## src/rtl/btn_dbn_pkg.sv

```systemverilog
package btn_dbn_pkg;

   // Deepest synchronizer chain the block accepts.
   localparam int unsigned DBN_MAX_SYNC = 4;

   // Bits needed to hold every value from 0 to last (never fewer than 1).
   function automatic int unsigned dbn_cnt_bits(input longint unsigned last);
      int unsigned b;
      b = 1;
      while (b < 63 && ((64'd1 << b) <= last)) b++;
      return b;
   endfunction

endpackage

```

## src/rtl/btn_dbn_sync.sv

```systemverilog
module btn_dbn_sync #(
   parameter int unsigned STAGES  = 2,
   parameter logic        RST_VAL = 1'b1
) (
   input  logic clk,
   input  logic rst,
   input  logic din,
   output logic dout
);

   generate
      if (STAGES == 0) begin : g_bypass
         assign dout = din;
      end else begin : g_chain
         logic [STAGES-1:0] stage_q;
         for (genvar i = 0; i < STAGES; i++) begin : g_stage
            if (i == 0) begin : g_first
               always_ff @(posedge clk) begin
                  if (rst) stage_q[i] <= RST_VAL;
                  else     stage_q[i] <= din;
               end
            end else begin : g_next
               always_ff @(posedge clk) begin
                  if (rst) stage_q[i] <= RST_VAL;
                  else     stage_q[i] <= stage_q[i-1];
               end
            end
         end
         assign dout = stage_q[STAGES-1];

         // the chain's output is the input delayed through the flops.
         if (STAGES >= 2) begin : g_chk
            a_r2_chain_shift: assert property (@(posedge clk) disable iff (rst)
               !$past(rst) |-> (stage_q[1] == $past(stage_q[0])));
         end
      end
   endgenerate

endmodule

```

## src/rtl/btn_dbn_timer.sv

```systemverilog
module btn_dbn_timer
   import btn_dbn_pkg::*;
#(
   parameter int unsigned LAST = 999999
) (
   input  logic clk,
   input  logic rst,
   input  logic restart,
   output logic expired
);

   localparam int unsigned    W      = dbn_cnt_bits(LAST);
   localparam logic [W-1:0]   LAST_V = W'(LAST);

   logic [W-1:0] cnt_q;

   always_ff @(posedge clk) begin
      if (rst || restart)       cnt_q <= '0;
      else if (cnt_q != LAST_V) cnt_q <= cnt_q + 1'b1;
   end

   assign expired = (cnt_q == LAST_V);

   // a restart request always leaves the count at zero.
   a_r3_restart_zero: assert property (@(posedge clk) disable iff (rst)
      restart |=> (cnt_q == '0));

   // a stable input advances the count by exactly one below the terminal.
   a_r4_count_step: assert property (@(posedge clk) disable iff (rst)
      (!restart && !expired) |=> (cnt_q == $past(cnt_q) + 1'b1));

   // at the terminal value the count holds instead of wrapping.
   a_r7_no_wrap: assert property (@(posedge clk) disable iff (rst)
      (!restart && expired) |=> expired);

endmodule

```

## src/rtl/btn_debounce.sv

```systemverilog
module btn_debounce
   import btn_dbn_pkg::*;
#(
   parameter int unsigned SETTLE_LAST = 999999,
   parameter int unsigned SYNC_STAGES = 2,
   parameter logic        RESET_LEVEL = 1'b1
) (
   input  logic clk,
   input  logic rst,
   input  logic btn_raw,
   output logic btn_clean
);

   generate
      if (SETTLE_LAST < 1) begin : g_bad_last
         $error("btn_debounce: SETTLE_LAST must be at least 1");
      end
      if (SYNC_STAGES == 1 || SYNC_STAGES > DBN_MAX_SYNC) begin : g_bad_sync
         $error("btn_debounce: SYNC_STAGES must be 0 or 2..4");
      end
   endgenerate

   logic s_in;
   logic prev_q;
   logic clean_q;
   logic mismatch;
   logic tmr_expired;

   btn_dbn_sync #(
      .STAGES  (SYNC_STAGES),
      .RST_VAL (RESET_LEVEL)
   ) u_sync (
      .clk  (clk),
      .rst  (rst),
      .din  (btn_raw),
      .dout (s_in)
   );

   assign mismatch = s_in ^ prev_q;

   btn_dbn_timer #(
      .LAST (SETTLE_LAST)
   ) u_timer (
      .clk     (clk),
      .rst     (rst),
      .restart (mismatch),
      .expired (tmr_expired)
   );

   always_ff @(posedge clk) begin
      if (rst) begin
         prev_q  <= RESET_LEVEL;
         clean_q <= RESET_LEVEL;
      end else if (mismatch) begin
         prev_q  <= s_in;
      end else if (tmr_expired) begin
         clean_q <= prev_q;
      end
   end

   assign btn_clean = clean_q;

   // reset forces the configured level onto the output.
   a_r1_reset_level: assert property (@(posedge clk)
      rst |=> (btn_clean == RESET_LEVEL));

   // the output moves only after the stable count reached its terminal.
   a_r4_change_needs_expiry: assert property (@(posedge clk) disable iff (rst)
      !$stable(btn_clean) |-> $past(tmr_expired));

   // the output never moves on a cycle that saw a fresh difference.
   a_r3_no_change_on_diff: assert property (@(posedge clk) disable iff (rst)
      !$stable(btn_clean) |-> !$past(mismatch));

   // a new output level is the synchronized level, never its inverse.
   a_r6_same_polarity: assert property (@(posedge clk) disable iff (rst)
      !$stable(btn_clean) |-> (btn_clean == $past(s_in)));

endmodule

```

## config.mk

```make
export PLATFORM = sky130hd
export DESIGN_NAME = btn_debounce
export DESIGN_NICKNAME = d
export VERILOG_FILES = /design/src/rtl/btn_dbn_pkg.sv /design/src/rtl/btn_dbn_sync.sv /design/src/rtl/btn_dbn_timer.sv /design/src/rtl/btn_debounce.sv
export SDC_FILE = /design/constraint.sdc
export NUM_CORES = 1
export LEC_CHECK = 0
export BUFFER_PORTS_ARGS = -buffer_cell sky130_fd_sc_hd__buf_2
export CORE_MARGIN = 4
export CORE_UTILIZATION = 59
export CTS_CLUSTER_DIAMETER = 60
export DETAILED_ROUTE_END_ITERATION = 7
export PLACE_DENSITY = 0.76
export SLEW_MARGIN = 20
export SYNTH_ARGS = -nofsm -noshare
export SYNTH_HDL_FRONTEND = slang
export SYNTH_SLANG_ARGS = --single-unit
```

## constraint.sdc

```tcl
create_clock -name clk -period 3.05 [get_ports clk]
set_clock_uncertainty 0.2 [all_clocks]
set_input_delay 0.1525 -clock clk [delete_from_list [all_inputs] [get_ports clk]]
set_output_delay 0.1525 -clock clk [all_outputs]
set_load 0.01 [all_outputs]
```

# == Yosys cells after proc, flatten, opt, wreduce, memory -nomap -nowiden ==
# Cells that the tools add are included.
# totals
mem_bits_rw,0
latch_bits,0
memories,0
wordCells,12
mem_bits_ro,0
regBits,24
out_inout_bits,1
# op_classes
eq_ne,2
n_bitwise,2
magnitude_cmp,0
n_mul,0
n_reduce_logical,2
div_mod_pow,0
shifts,0
muxes,0
addsub,1
# ops
cell,count
20-bit by 1-bit adder with 20-bit output (second input constant),1
20-bit == test (second input constant),1
20-bit != test (second input constant),1
2-bit AND reduction,1
1-bit logical OR,1
1-bit NOT,1
1-bit XOR,1

# == Longest topological paths before layout ==
# depth
word_depth,3
ltp_mapped,6
mapped_depth_nobuf,5

# == Modules after synthesis ==
# Synthesis repeated with hierarchy kept, for this count alone.
# unflattened
hier_cells,121
hier_area_um2,1096.1
# by_module_without_submodules
mod,area_each_um2,cells_per_inst,seq_area_each_um2,n_inst
btn_dbn_timer,964.7,109,400.4,1
btn_debounce,78.8,8,40.0,1
btn_dbn_sync,52.6,4,40.0,1

# == Worst setup path before layout ==
# OpenSTA, ideal clock, no wires.
# synth_path
kind,reg2reg
from,register u_timer.cnt_q[0]
to,register u_timer.cnt_q[16]
slack_ps,948
path_stages_with_launch,7
path_buffers,1
arrival_time_ps,1832
setup_time_ps,71
t_required_ps,2779
cell_sequence,dfxtp_1 -> ha_1 -> nand2_1 -> or4_1 -> buf_2 -> or3_1 -> a21oi_1
# synth_via
elab_chain_cells,1
# synth_rtl
item,line_no,rtl
from (decl),btn_dbn_timer.sv:15,logic [W-1:0] cnt_q;
from (signal assigned),btn_dbn_timer.sv:19,else if (cnt_q != LAST_V) cnt_q <= cnt_q + 1'b1;
20-bit by 1-bit adder with 20-bit output or 20-bit != test (tied branches),btn_dbn_timer.sv:19,
# Parallel ways exist; a longest one is shown, timed or not.
# A chain may end at the register's enable or synchronous reset.

# == Worst setup path after layout ==
# layout_path
from,register u_timer.cnt_q[0]
to,register u_timer.cnt_q[18]
# Same word-level chain as after synthesis.

==> key figures <==
Power
  – VDD IR max: 0.369 mV
  – Pwr dens: 458 nW/um^2
  – Leak: 0.371 nW

Global routing
  – Global-route usage over all layers: 0.180
  – Global-route wire length before repair: 3.75 mm
  – Antenna violations before repair: 0
  – Vias in the first global route: 869
  – Largest net degree at the start of global routing: 18
  – Global route overflow: 0

Synth
  – Main synth FF type: dfxtp_1
  – Post-synth EDFFs: 0
  – Post-synthesis cell area: 1130 um^2
  – Syn Area/Cell: 8.64 um^2
  – Synth Net Count: 135
  – Flops & latches, synth: 24
  – Ys Warns: 0
  – Post-synthesis cell type count: 36
  – Post-synthesis sequential area ratio: 0.424
  – Async SR Flop Fraction: 0
  – Post-Synthesis Cells: 131

Place
  – Post-DP HPWL: 1.54 mm
  – Gpl congestion: 0.833
  – Placed inst area: 1170 um^2
  – IO buf count: 3

STA
  – RSZ-0062 raised after global routing: false
  – Final period utilization: 0.771
  – Max Clk Rate: 425 MHz
  – Pins Over Slew Limit: 0
  – Slew @ Worst Pin: 351 ps
  – Setup violations, final: 0
  – Minimum clock period: 2350 ps
  – Relative slew slack: 0.763
  – Fin. Hold Viols: 0
  – Setup_tns: 0 ps

Clock network
  – CTS tree: done
  – CTS H-tree depth: 1
  – Worst skew pair latency: 300 ps
  – TritonCTS sink count: 24
  – Post-CTS Resized: 0
  – Clk buf depth: 2
  – CTS root buf: clkbuf_4
  – Register clock-pin slew on the reported worst setup and hold paths: 130 ps
  – TritonCTS Buffers: 3

Die
  – Std cell rows: 15
  – Starting Density: 0.642
  – Core area: 1760 um^2
  – Die Height: 51.8 um
  – Die width: 51.8 um
  – Io pins: 4
  – Die Footprint: 2680 um^2

Detailed routing
  – Post-route DRC: 0
  – Iteration-0 DRC Markers: 33
  – Via count: 970
  – Pre-Repair DR Iteration Count: 4
  – WL per Instance: 13.3 um
  – Final WL: 2.18 mm
  – Post-DRT Antenna Nets: 0
  – Via/cell ratio: 5.95

Worst setup path
  – Req. time, crit path: 3090 ps
  – Arrival time at the worst endpoint: 2390 ps
  – Largest fanout on the critical path: 7
  – Crit path capture type: flip-flop
  – Critical path type: reg -> reg
  – Setup crit start kind: flip-flop

Cells and area
  – Antenna diodes: 0
  – Finished Cell Area: 1250 um^2
  – Register area: 480 um^2
  – Area Overhead vs Synth: 10.3%
  – Multi-input gate area: 628 um^2
  – Share of cells above drive strength 1: 0.109
  – Final #Nets: 143
  – Number of fill cells in the layout: 165

Hold path
  – Hold Crit Class: reg -> reg

Run status
  – Status: finished, final reports clean

Run
  – Max cap viols: 0
[layout by cell type, fill, tap and decap left out, types with 3 or more instances in the layout]
cell,netlist,layout
o21ai_0,8,8
a31oi_1,4,4
or2_2,4,4
inv_1,3,3
nor2_1,11,11
a21oi_1,8,8
or3_1,6,6
buf_2,1,3
dlygate4sd3_1,0,3
nand3_1,7,7
nand2_1,8,8
xnor2_1,6,6
clkbuf_4,0,3
nor3_1,6,6
dfxtp_1,24,24
nand4_1,4,4
[sequential cells by signal (all words and copies together) (netlist names)]
name / flops
prev_q: 1
btn_clean: 1
u_sync.dout: 1
u_timer.cnt_q: 20
u_sync.g_chain.stage_q: 1
[timing repair]
| item | CTS | global route |
|---|---|---|
| hold buffers | 3 | 0 |
| hold endpoints to repair | 5 | 0 |
| setup buffers | 0 | 0 |
| endpoints found under the setup margin | 0 | 0 |
[power by group]
group / switching (W) / internal [W]
clock network: 0.0000928 / 0.000133
registers: 0.00000596 / 0.000318
logic: 0.0000120 / 0.00000973
total: 0.000111 / 0.000461
[cells in the mapped netlist (2+ instances only)]
master / number / area, um^2
a211oi_1: 2 / 15.0
a21oi_1: 8 / 40.0
a31oi_1: 4 / 25.0
and4_1: 2 / 17.5
and4_2: 2 / 20.0
clkbuf_1: 2 / 7.51
dfxtp_1: 24 / 480
inv_1: 3 / 11.3
nand2_1: 8 / 30.0
nand3_1: 7 / 35.0
nand4_1: 4 / 25.0
nor2_1: 11 / 41.3
nor3_1: 6 / 30.0
nor3b_1: 2 / 15.0
nor4_1: 2 / 12.5
nor4b_1: 2 / 17.5
o211ai_1: 2 / 15.0
o21ai_0: 8 / 40.0
or2_2: 4 / 25.0
or3_1: 6 / 37.5
or4_1: 2 / 15.0
xnor2_1: 6 / 52.6
[area by class of cell]
class	instances	area share
well taps	25	0.0251
multi-input cells	101	0.503
clock buffers	3	0.0180
repair buffers	6	0.0361
clock inverters	1	0.0240
flip-flops and latches	24	0.385
inverters	3	0.00902
[kinds of logic (layout without fill, tap and decap cells)]
family | count (synthesis) | in the layout | synth area share
buffers and inverters | 6 | 13 | 0.0210
XOR/XNOR | 7 | 7 | 0.0541
AND/OR/NAND/NOR | 64 | 64 | 0.335
multiplexers | 1 | 1 | 0.00884
adder cells (fa/ha/maj) | 1 | 1 | 0.0110
flip-flops | 24 | 24 | 0.424
AO/OA/AOI/OAI | 28 | 28 | 0.146
[routing by layer]
layer / vias up / routed length (um) / global-route usage
met2: 15 / 1030 / 0.301
met5: - / 0 / 0
li1: 506 / - / -
met1: 449 / 1040 / 0.250
met3: 0 / 105 / 0.0258
met4: 0 / 0 / 0.0262
[critical path: stages, from the launching register on]
cell     delay, ps
dfxtp_1        450
ha_1           260
nand2_1        160
or4_1          670
or3_1          400
a21oi_1        150
[metrics by stage]
step	std cells	hold slack (ps)	utilization	setup slack (ps)	power, W
2_1_floorplan	131	56.3	-	948	0.000344
3_3_place_gp	156	137	0.661	861	0.000349
3_5_place_dp	156	138	0.661	759	0.000350
4_1_cts	163	236	0.708	725	0.000578
5_1_grt	163	242	0.708	607	0.000596
6_report	163	232	0.708	698	0.000571
[path summary, 6_finish.rpt]
path / to / slack (ps) / startpoint / depth (start not counted)
worst max-delay path: u_timer.cnt_q[18] / 700 / u_timer.cnt_q[0] / 5
worst min-delay path: u_sync.dout / 230 / u_sync.g_chain.stage_q[0] / 1
worst min register to register: u_sync.dout / 230 / u_sync.g_chain.stage_q[0] / 1
worst max register to register: u_timer.cnt_q[18] / 700 / u_timer.cnt_q[0] / 5
Note: power is estimated with default switching activity, not from simulation.
